**config.mk**
```make
export PLATFORM = sky130hd
export DESIGN_NAME = seqchk_top
export DESIGN_NICKNAME = d
export VERILOG_FILES = /design/src/rtl/seqchk_pkg.sv /design/src/rtl/seqchk_linkstore.sv /design/src/rtl/seqchk_judge.sv /design/src/rtl/seqchk_top.sv
export SDC_FILE = /design/constraint.sdc
export NUM_CORES = 1
export LEC_CHECK = 0
export BUFFER_PORTS_ARGS = -buffer_cell sky130_fd_sc_hd__buf_4
export CAP_MARGIN = 40
export CORE_UTILIZATION = 45
export CTS_CLUSTER_SIZE = 28
export DETAILED_ROUTE_END_ITERATION = 6
export SYNTH_ARGS = -nofsm -noshare
export SYNTH_HDL_FRONTEND = slang
export SYNTH_SLANG_ARGS = --single-unit
```
**constraint.sdc**
```tcl
create_clock -name clk -period 20.8 [get_ports clk]
set_clock_uncertainty 0.2 [all_clocks]
set_input_delay 0 -clock clk [delete_from_list [all_inputs] [get_ports clk]]
set_output_delay 0 -clock clk [all_outputs]
set_load 0.05 [all_outputs]
```
**src/rtl/seqchk_pkg.sv**
```systemverilog
package seqchk_pkg;

  localparam int SEQ_W = 8;

  typedef logic [SEQ_W-1:0] seq_t;

  typedef enum logic [1:0] {
    ERR_NONE  = 2'd0,
    ERR_CRC   = 2'd1,
    ERR_ORDER = 2'd2,
    ERR_DUP   = 2'd3
  } err_e;

  // Successor of a sequence number: 255 steps to 1, 0 is never produced.
  function automatic seq_t seq_next(input seq_t s);
    seq_t r;
    if (s == {SEQ_W{1'b1}}) r = seq_t'(1);
    else                    r = s + seq_t'(1);
    return r;
  endfunction

  // True when cand is one or two steps after last.
  function automatic logic seq_in_step(input seq_t last, input seq_t cand);
    seq_t n1;
    seq_t n2;
    n1 = seq_next(last);
    n2 = seq_next(n1);
    return (cand == n1) || (cand == n2);
  endfunction

endpackage

```
**src/rtl/seqchk_linkstore.sv**
```systemverilog
module seqchk_linkstore
  import seqchk_pkg::*;
#(
  parameter int LINKS  = 16,
  parameter int LINK_W = $clog2(LINKS),
  parameter int TS_W   = 16
) (
  input  logic              clk,
  input  logic              rst_n,
  input  logic [LINK_W-1:0] rd_idx,
  output logic              rd_trk,
  output logic              rd_fresh,
  output logic              rd_net,
  output seq_t              rd_seq,
  output logic [TS_W-1:0]   rd_ts,
  input  logic              wr_en,
  input  logic [LINK_W-1:0] wr_idx,
  input  logic              wr_fresh,
  input  logic              wr_net,
  input  seq_t              wr_seq,
  input  logic [TS_W-1:0]   wr_ts
);

  logic            trk_q   [LINKS];
  logic            fresh_q [LINKS];
  logic            net_q   [LINKS];
  seq_t            seq_q   [LINKS];
  logic [TS_W-1:0] ts_q    [LINKS];
  logic [LINKS-1:0] wr_hit;

  for (genvar g = 0; g < LINKS; g++) begin : g_link
    assign wr_hit[g] = wr_en && (wr_idx == LINK_W'(g));

    always_ff @(posedge clk) begin
      if (!rst_n) begin
        trk_q[g]   <= 1'b0;
        fresh_q[g] <= 1'b0;
        net_q[g]   <= 1'b0;
        seq_q[g]   <= '0;
        ts_q[g]    <= '0;
      end else if (wr_hit[g]) begin
        trk_q[g]   <= 1'b1;
        fresh_q[g] <= wr_fresh;
        net_q[g]   <= wr_net;
        seq_q[g]   <= wr_seq;
        ts_q[g]    <= wr_ts;
      end
    end

    // a link not addressed by the write keeps its state
    a_r11_idle_link_stable: assert property (@(posedge clk) disable iff (!rst_n)
      !wr_hit[g] |=> ($stable(seq_q[g]) && $stable(trk_q[g]) && $stable(ts_q[g])));
  end

  assign rd_trk   = trk_q[rd_idx];
  assign rd_fresh = fresh_q[rd_idx];
  assign rd_net   = net_q[rd_idx];
  assign rd_seq   = seq_q[rd_idx];
  assign rd_ts    = ts_q[rd_idx];

endmodule

```
**src/rtl/seqchk_judge.sv**
```systemverilog
module seqchk_judge
  import seqchk_pkg::*;
#(
  parameter int TS_W     = 16,
  parameter int SKEW_MAX = 5000
) (
  input  logic            frm_crc_ok,
  input  logic            frm_net,
  input  seq_t            frm_seq,
  input  logic [TS_W-1:0] now_tick,
  input  logic [TS_W-1:0] cfg_skew,
  input  logic            st_trk,
  input  logic            st_fresh,
  input  logic            st_net,
  input  seq_t            st_seq,
  input  logic [TS_W-1:0] st_ts,
  output logic            take,
  output err_e            err,
  output logic            upd,
  output logic            upd_fresh,
  output logic [TS_W-1:0] skew_eff,
  output logic            dup_hit,
  output logic            step_ok
);

  localparam logic [TS_W-1:0] SKEW_CAP = TS_W'(SKEW_MAX);

  logic [TS_W-1:0] age;
  logic            in_window;
  logic            same_num;
  logic            is_restart;
  logic            open_start;

  // Modular age so a wrapping timestamp still gives the true distance.
  assign age        = now_tick - st_ts;
  assign skew_eff   = (cfg_skew > SKEW_CAP) ? SKEW_CAP : cfg_skew;
  assign in_window  = (age <= skew_eff);
  assign same_num   = st_trk && (frm_seq == st_seq);
  assign dup_hit    = same_num && (frm_net != st_net) && in_window;
  assign step_ok    = seq_in_step(st_seq, frm_seq);
  assign is_restart = (frm_seq == '0);
  assign open_start = !st_trk || st_fresh;

  always_comb begin
    take      = 1'b0;
    err       = ERR_ORDER;
    upd       = 1'b0;
    upd_fresh = 1'b0;
    if (!frm_crc_ok) begin
      err       = ERR_CRC;
      upd       = 1'b1;
      upd_fresh = is_restart;
    end else if (is_restart) begin
      take      = 1'b1;
      err       = ERR_NONE;
      upd       = 1'b1;
      upd_fresh = 1'b1;
    end else if (open_start) begin
      take = 1'b1;
      err  = ERR_NONE;
      upd  = 1'b1;
    end else if (dup_hit) begin
      err = ERR_DUP;
    end else if (step_ok) begin
      take = 1'b1;
      err  = ERR_NONE;
      upd  = 1'b1;
    end
  end

endmodule

```
**src/rtl/seqchk_top.sv**
```systemverilog
module seqchk_top
  import seqchk_pkg::*;
#(
  parameter int LINKS    = 16,
  parameter int LINK_W   = $clog2(LINKS),
  parameter int TS_W     = 16,
  parameter int SKEW_MAX = 5000
) (
  input  logic              clk,
  input  logic              rst_n,
  input  logic              frm_valid,
  input  logic [LINK_W-1:0] frm_link,
  input  logic [7:0]        frm_seq,
  input  logic              frm_net,
  input  logic              frm_crc_ok,
  input  logic [TS_W-1:0]   now_tick,
  input  logic [TS_W-1:0]   cfg_skew,
  output logic              dec_valid,
  output logic              dec_deliver,
  output logic [1:0]        dec_err
);

  logic            st_trk, st_fresh, st_net;
  seq_t            st_seq;
  logic [TS_W-1:0] st_ts;
  logic            j_take, j_upd, j_upd_fresh, j_dup, j_step;
  err_e            j_err;
  logic [TS_W-1:0] skew_eff;
  logic            wr_en;

  assign wr_en = frm_valid && j_upd;

  seqchk_linkstore #(.LINKS(LINKS), .LINK_W(LINK_W), .TS_W(TS_W)) u_store (
    .clk      (clk),
    .rst_n    (rst_n),
    .rd_idx   (frm_link),
    .rd_trk   (st_trk),
    .rd_fresh (st_fresh),
    .rd_net   (st_net),
    .rd_seq   (st_seq),
    .rd_ts    (st_ts),
    .wr_en    (wr_en),
    .wr_idx   (frm_link),
    .wr_fresh (j_upd_fresh),
    .wr_net   (frm_net),
    .wr_seq   (frm_seq),
    .wr_ts    (now_tick)
  );

  seqchk_judge #(.TS_W(TS_W), .SKEW_MAX(SKEW_MAX)) u_judge (
    .frm_crc_ok (frm_crc_ok),
    .frm_net    (frm_net),
    .frm_seq    (frm_seq),
    .now_tick   (now_tick),
    .cfg_skew   (cfg_skew),
    .st_trk     (st_trk),
    .st_fresh   (st_fresh),
    .st_net     (st_net),
    .st_seq     (st_seq),
    .st_ts      (st_ts),
    .take       (j_take),
    .err        (j_err),
    .upd        (j_upd),
    .upd_fresh  (j_upd_fresh),
    .skew_eff   (skew_eff),
    .dup_hit    (j_dup),
    .step_ok    (j_step)
  );

  always_ff @(posedge clk) begin
    if (!rst_n) begin
      dec_valid   <= 1'b0;
      dec_deliver <= 1'b0;
      dec_err     <= ERR_NONE;
    end else begin
      dec_valid   <= frm_valid;
      dec_deliver <= frm_valid && j_take;
      dec_err     <= frm_valid ? j_err : ERR_NONE;
    end
  end

  // one decision per strobe, one cycle later
  a_r2_decision_follows: assert property (@(posedge clk) disable iff (!rst_n)
    frm_valid |=> dec_valid);
  a_r2_no_spurious: assert property (@(posedge clk) disable iff (!rst_n)
    !frm_valid |=> !dec_valid);
  // checksum failures are never delivered
  a_r3_crc_drop: assert property (@(posedge clk) disable iff (!rst_n)
    (frm_valid && !frm_crc_ok) |=> (!dec_deliver && dec_err == ERR_CRC));
  // a good restart number is always delivered
  a_r4_restart_taken: assert property (@(posedge clk) disable iff (!rst_n)
    (frm_valid && frm_crc_ok && frm_seq == 8'd0) |=> dec_deliver);
  // a duplicate leaves the link state untouched
  a_r7_dup_no_write: assert property (@(posedge clk) disable iff (!rst_n)
    (frm_valid && frm_crc_ok && j_dup && st_trk && !st_fresh && frm_seq != 8'd0) |-> !wr_en);
  // a delivered frame carries no error
  a_r6_clean_delivery: assert property (@(posedge clk) disable iff (!rst_n)
    (dec_valid && dec_deliver) |-> dec_err == ERR_NONE);
  // window never exceeds the configured ceiling
  a_r10_skew_clamped: assert property (@(posedge clk) disable iff (!rst_n)
    skew_eff <= TS_W'(SKEW_MAX));

endmodule

```
==> results of run 1 <==
-- through the flow --
| stage | utilization [%] | power [W] |
|---|---|---|
| finish | 51.7 | 0.00214 |
| global route | 51.7 | 0.00220 |
| CTS | 51.7 | 0.00214 |
| detailed placement | 47.7 | 0.00128 |
| global placement | 47.4 | 0.00127 |
| floorplan | - | 0.00119 |
-- power by group through the flow --
stage                     sequential [W]  combinational [W]  clock, W
final                            0.00101           0.000254  0.000874
after global placement           0.00103           0.000242         0
after CTS                        0.00101           0.000254  0.000882
after detailed placement         0.00103           0.000248         0
after floorplan                  0.00102           0.000165         0
after global routing             0.00101           0.000275  0.000914
-- cell type report --
cell class,instances,area [µm²]
clock buffer,54,1220
tap,615,769
fill,4007,23200
timing repair buffer,114,1030
sequential,436,13000
inverter,45,169
clock inverter,33,372
multi-input combinational,973,8200
-- flip-flops by register name, indices dropped and copies added (netlist names) --
register and cells:
dec_err 2, u_store.ts_q 256, u_store.seq_q 128, dec_valid 1, dec_deliver 1, u_store.net_q 16, u_store.trk_q 16, u_store.fresh_q 16
-- cell families after synthesis --
group	share of synthesized area, %
AND/OR/NAND/NOR	16.6
flip-flops	59.3
buffers and inverters	4.01
multiplexers	13.0
AO/OA/AOI/OAI	4.25
adder cells (fa/ha/maj)	1.97
XOR/XNOR	0.917
other	0.0171
-- how the worst max path moves through the flow --
stage | start | endpoint | slack, ns | cells past startpoint
final | u_store.ts_q[11][0] | u_store.seq_q[14][1] | 12.07 | 26
after CTS | u_store.ts_q[11][0] | u_store.seq_q[14][7] | 12.14 | 26
after global placement | frm_link[0] | u_store.seq_q[14][0] | 11.95 | 27
after floorplan | frm_link[0] | u_store.fresh_q[11] | 11.30 | 34
after global routing | u_store.ts_q[11][0] | u_store.seq_q[6][6] | 11.54 | 26
after detailed placement | frm_link[0] | u_store.seq_q[14][0] | 11.81 | 27
-- Yosys cell counts (all sizes together) (11+ instances only) --
cell type / count
nor3: 21
clkbuf: 36
ha: 33
edfxtp: 429
a21oi: 16
and3: 11
buf: 65
inv: 45
nor2: 220
mux4: 118
xnor2: 17
o21ai: 28
and2: 235
a21o: 14
nand3: 26
mux2i: 11
nand2: 81
-- worst max-delay path: cells and delay by family (launching register included) --
kind	cells	cell delay [ns]
muxes	2	0.94
and+or+nand+nor	6	2.26
buffers and inverters	1	0.35
DFF	1	0.41
adders and majority gates	3	0.99
AOI/OAI and AO/OA	14	3.15
-- layer usage --
layer	routed length, µm	vias to the layer above
li1	-	5934
met3	3710	110
met4	2040	0
met2	29200	486
met5	0	-
met1	25800	6930
==> results.cfg, run 1 <==
[worst_setup_path]
worst_r2r_path_depth = 26
critical_path.reg2reg.startpoint = u_store.ts_q[11][0]
setup.worst_path.start_class = flop
critPathCaptureType = flop
critical-path-slowest-cell = sky130_fd_sc_hd__nand2_2
path_class = flop to flop
timing.critical_path.slowest_cell_delay_ns = 0.96
crit_arrival_ns = 8.72
r2r_setup_slack_ns = 12.07
critical-path-top-cell-by-count = sky130_fd_sc_hd__o21ai_0
worstReg2RegEnd = u_store.seq_q[14][1]
crit_required_ns = 20.80
path_max_fanout = 27

[grt]
globalRouteOverflowTotal = 0
grtUsageTotal_pct = 25.1
antenna_violations_before_repair = 1
grt_max_degree = 57
first_global_vias = 13700
grt_busiest_layer = met2
grt_pass1_wl_mm = 90.7
grt_util_met3_pct = 3.96
grt_util_met1_pct = 34.5
grt_use_met2_pct = 40.4

[sta]
setup_violations = 0
slew_headroom_pct = 36.3
finalSetupTns_ns = 0
hold_viol = 0
report.final.slew_viol_count = 0
period_minus_slack_ns = 8.73
hold-worst-slack_ns = 0.0528
setup_repair_after_global_routing_missed_its_margin = false
worst_slew_pin_slew_ns = 0.951
max_clock_freq_mhz = 115
period_share_pct = 42.0
post-route-worst-setup-slack_ns = 12.07

[pwr]
internal-power_w = 0.00162
power_switching_share_pct = 24.4
net-switching-power_w = 0.000521
worst_ir_drop_vdd_uv = 56.7
p_per_area_mw_per_mm2 = 86.2
comb_power_share_pct = 11.9
p_seq_share_pct = 47.2
power_leakage_nw = 9.13
power_frac_clock_pct = 40.9

[floorplan]
io_pins = 53
vertical_extent_of_the_die_um = 223
row_count = 80
design.die.area_mm2 = 0.0497
fp.dieW_um = 223
floorplan.initialDensity_pct = 45.8
placeableCoreArea_mm2 = 0.0479

[yosys]
async_set_or_reset_flop_fraction_in_the_synthesized_netlist_pct = 0
synthesis.yosys.warnings = 0
synth_edf_count = 429
ys_ff_latch = 436
synthFlopType = sky130_fd_sc_hd__edfxtp_1
synth_cell_type_count = 84
post_synth_instance_area_mm2 = 0.0220
netlist.area_leader.share_pct = 58.6
post_synth_main_area_contributors = sky130_fd_sc_hd__edfxtp_1 59%, sky130_fd_sc_hd__mux4_2 10%, sky130_fd_sc_hd__and2_1 4.5%
post_synth.cell_area_avg_um2 = 14.2
synthDominantAreaCellType = sky130_fd_sc_hd__edfxtp_1
post_synth_inst_count = 1553
synth.yosys.seq_area_share_pct = 59.3

[detailed_routing]
first_pass_iteration_count_of_the_detailed_router = 5
overall_via_count_from_detail_route = 13500
avgRoutedWirePerCell_um = 26.8
starting_drc_count_in_detailed_routing = 1317
avgViaCountPerCell = 5.93
postRouteAntennaNets = 0
finalWirelength_mm = 60.8
drc_violation_count_after_routing = 0

[placed_design]
place_worst_setup_slack_ns = 11.81
globalplace.congestion = 0.851
placed_area_mm2 = 0.0229
hpwlAfterDp_mm = 36.5
numPlacedInstances = 2153
io_buffer_count = 52

[clocking]
cts_root_buffer = sky130_fd_sc_hd__clkbuf_16
post_cts_buffers = 0
cts.clk_slew.worst_paths_ns = 0.06
tritoncts = built
post_cts_resize_count = 0
h-tree-depth = 2
post_cts_hold_buffer_count = 30
cts_buffers = 47
cts.sink_count = 436
worst_skew_pair.late_latency_ns = 0.59
clk_path_buf_depth = 3

[finish]
area_delta_synth_final_pct = 12.8
diodes_inserted = 0
top_library_cells_by_usage_in_the_layout_fill_and_taps_aside = 429 x sky130_fd_sc_hd__edfxtp_1, 219 x sky130_fd_sc_hd__nor2_1, 157 x sky130_fd_sc_hd__and2_1
final_cell_area_mm2 = 0.0248
final_common_cell = sky130_fd_sc_hd__edfxtp_1
drive_gt1_share_pct = 23.1
finalNonFillerCells = 2270
design.final.nets = 1700

[run]
timing.max_cap.violations = 0

[run_status]
run_status = finished clean

[min_path]
hold_depth = 4
timing.hold.worst.class = primary input to flop
holdPathEnd = dec_deliver
holdCritStartpoint = frm_crc_ok
Power figures use the tool's default switching activity.
==> run 2: changes to the inputs <==
clock period = 7.4 ns   (was 20.8 ns; I/O delays follow)
==> run 2 against run 1 <==
Compared with the run above:
- design area rose by 2.6%
- clock-buffer cell count grew 2
- non-clock buffer count up 55
- total power rose to 2.8 times the previous value
- global-route usage grew 0.77 points
- register-to-register slack got worse by 12 ns
- first-iteration DRC count up 11%
- wire length is 3.9% higher
- combinational power rose to 3.0 times the previous value
- setup slack got worse by 12 ns
- clock power rose to 2.7 times the previous value
- critical endpoint is now u_store.ts_q[15][4]
==> results.cfg, run 2 (synthesis gave the netlist of run 1 again) <==
[sta]
setup_violations = 0
period_share_pct = 94.2
hold_viol = 0
max_clock_freq_mhz = 143
post-route-worst-setup-slack_ns = 0.429
period_minus_slack_ns = 6.97
report.final.slew_viol_count = 0
worst_slew_pin_slew_ns = 0.856
setup_repair_after_global_routing_missed_its_margin = false
finalSetupTns_ns = 0
slew_headroom_pct = 42.9

[finish]
registers_with_the_highest_flip_flop_counts = u_store.ts_q: 256 flops, u_store.seq_q: 128 flops
final_common_cell = sky130_fd_sc_hd__edfxtp_1
area_delta_synth_final_pct = 15.8
design.final.nets = 1755
registers.top_by_ff_count = u_store.ts_q
final_cell_area_mm2 = 0.0254
top_library_cells_by_usage_in_the_layout_fill_and_taps_aside = 429 x sky130_fd_sc_hd__edfxtp_1, 218 x sky130_fd_sc_hd__nor2_1, 157 x sky130_fd_sc_hd__and2_1
drive_gt1_share_pct = 25.6
largest_reg_flops = 256
diodes_inserted = 0
post-route-util_pct = 53.1

[pwr]
power_leakage_nw = 9.46
worst_ir_drop_vdd_uv = 150
pwr_total_w = 0.00593
p_per_area_mw_per_mm2 = 233

[clocking]
cts.sink_count = 436
h-tree-depth = 2
cts_buffers = 47
clk_path_buf_depth = 3
cts_root_buffer = sky130_fd_sc_hd__clkbuf_16
worst_skew_pair.late_latency_ns = 0.58
post_cts_buffers = 0
cts.clk_slew.worst_paths_ns = 0.06
tritoncts = built

[worst_setup_path]
critical-path-slowest-cell = sky130_fd_sc_hd__mux4_2
critPathCaptureType = flop
path_max_fanout = 19
timing.critical_path.slowest_cell_delay_ns = 0.48
critical_path.reg2reg.startpoint = u_store.ts_q[10][0]
cp-startpoint = u_store.ts_q[10][0]
path_buf_inv = 2
critical-path-top-cell-by-count = sky130_fd_sc_hd__o21ai_0
path_class = flop to flop
crit_arrival_ns = 7.04
setup.worst_path.start_class = flop
crit_required_ns = 7.47
critical_path.top_delay_family = compound AO/OA/AOI/OAI gates

[floorplan]
design.die.area_mm2 = 0.0497
row_count = 80
io_pins = 53
fp.dieW_um = 223
floorplan.initialDensity_pct = 45.8
vertical_extent_of_the_die_um = 223
placeableCoreArea_mm2 = 0.0479

[grt]
antenna_violations_before_repair = 2
grt_max_degree = 48
globalRouteOverflowTotal = 0
grt_pass1_wl_mm = 92.9
first_global_vias = 14000
grtUsageTotal_pct = 25.9

[detailed_routing]
overall_via_count_from_detail_route = 13800
finalWirelength_mm = 63.2
starting_drc_count_in_detailed_routing = 1459
drc_violation_count_after_routing = 0
avgRoutedWirePerCell_um = 27.2
first_pass_iteration_count_of_the_detailed_router = 5
avgViaCountPerCell = 5.93
postRouteAntennaNets = 0

[placed_design]
place_worst_setup_slack_ns = 0.00104
hpwlAfterDp_mm = 39.1
placed_area_mm2 = 0.0236
globalplace.congestion = 0.846
io_buffer_count = 52

[run_status]
run_status = finished clean

[run]
timing.max_cap.violations = 0

[min_path]
holdCritStartpoint = frm_crc_ok
timing.hold.worst.class = primary input to flop
run 2: path summary, 6_finish.rpt:
path              slack [ns]                   to  depth (start not counted)
setup / recovery        0.43  u_store.ts_q[15][4]                         27
hold / removal          0.04          dec_deliver                          4
setup reg to reg        0.43  u_store.ts_q[15][4]                         27
hold reg to reg         0.27     u_store.trk_q[8]                          2
run 2: through the flow:
stage | cells | hold WS (ns)
global route | 2324 | 0.0917
detailed placement | 2208 | 0.0119
finish | 2324 | 0.0444
global placement | 2206 | 0.00554
CTS | 2324 | 0.0279
floorplan | 1555 | -0.108
run 2: per-layer routing:
metal,share of wire [%],vias up,GRT usage (%)
li1,-,6035,-
met1,42,7058,35.3
met2,48,567,42.9
met3,6.8,115,3.91
met4,2.9,0,8.12
met5,0,-,0
run 2: cell type report:
type                    instances  area [µm²]
multi-input cells             973        8230
fillers                      3945       22500
clock inverters                30         249
flip-flops and latches        436       13000
well taps                     615         769
repair buffers                169        1750
inverters                      45         169
clock buffers                  56        1250
run 2: what timing repair did:
| item | CTS | global route |
|---|---|---|
| pin swaps | 0 | 1 |
| hold buffers | 30 | 0 |
| endpoints found under the hold margin | 412 | 0 |
| setup endpoints to repair | 74 | 860 |
| resized for setup | 1 | 21 |
run 2: power breakdown:
part	leakage, nW	internal, W	switching, W
clock	0.727	0.00134	0.000983
combinational	4.21	0.000307	0.000465
sequential	4.52	0.00280	0.0000267
run 2: tightest hold or removal path, delay by kind of cell:
kind          cells  cell delay [ns]
buf+inv           2             0.64
simple gates      2             0.13
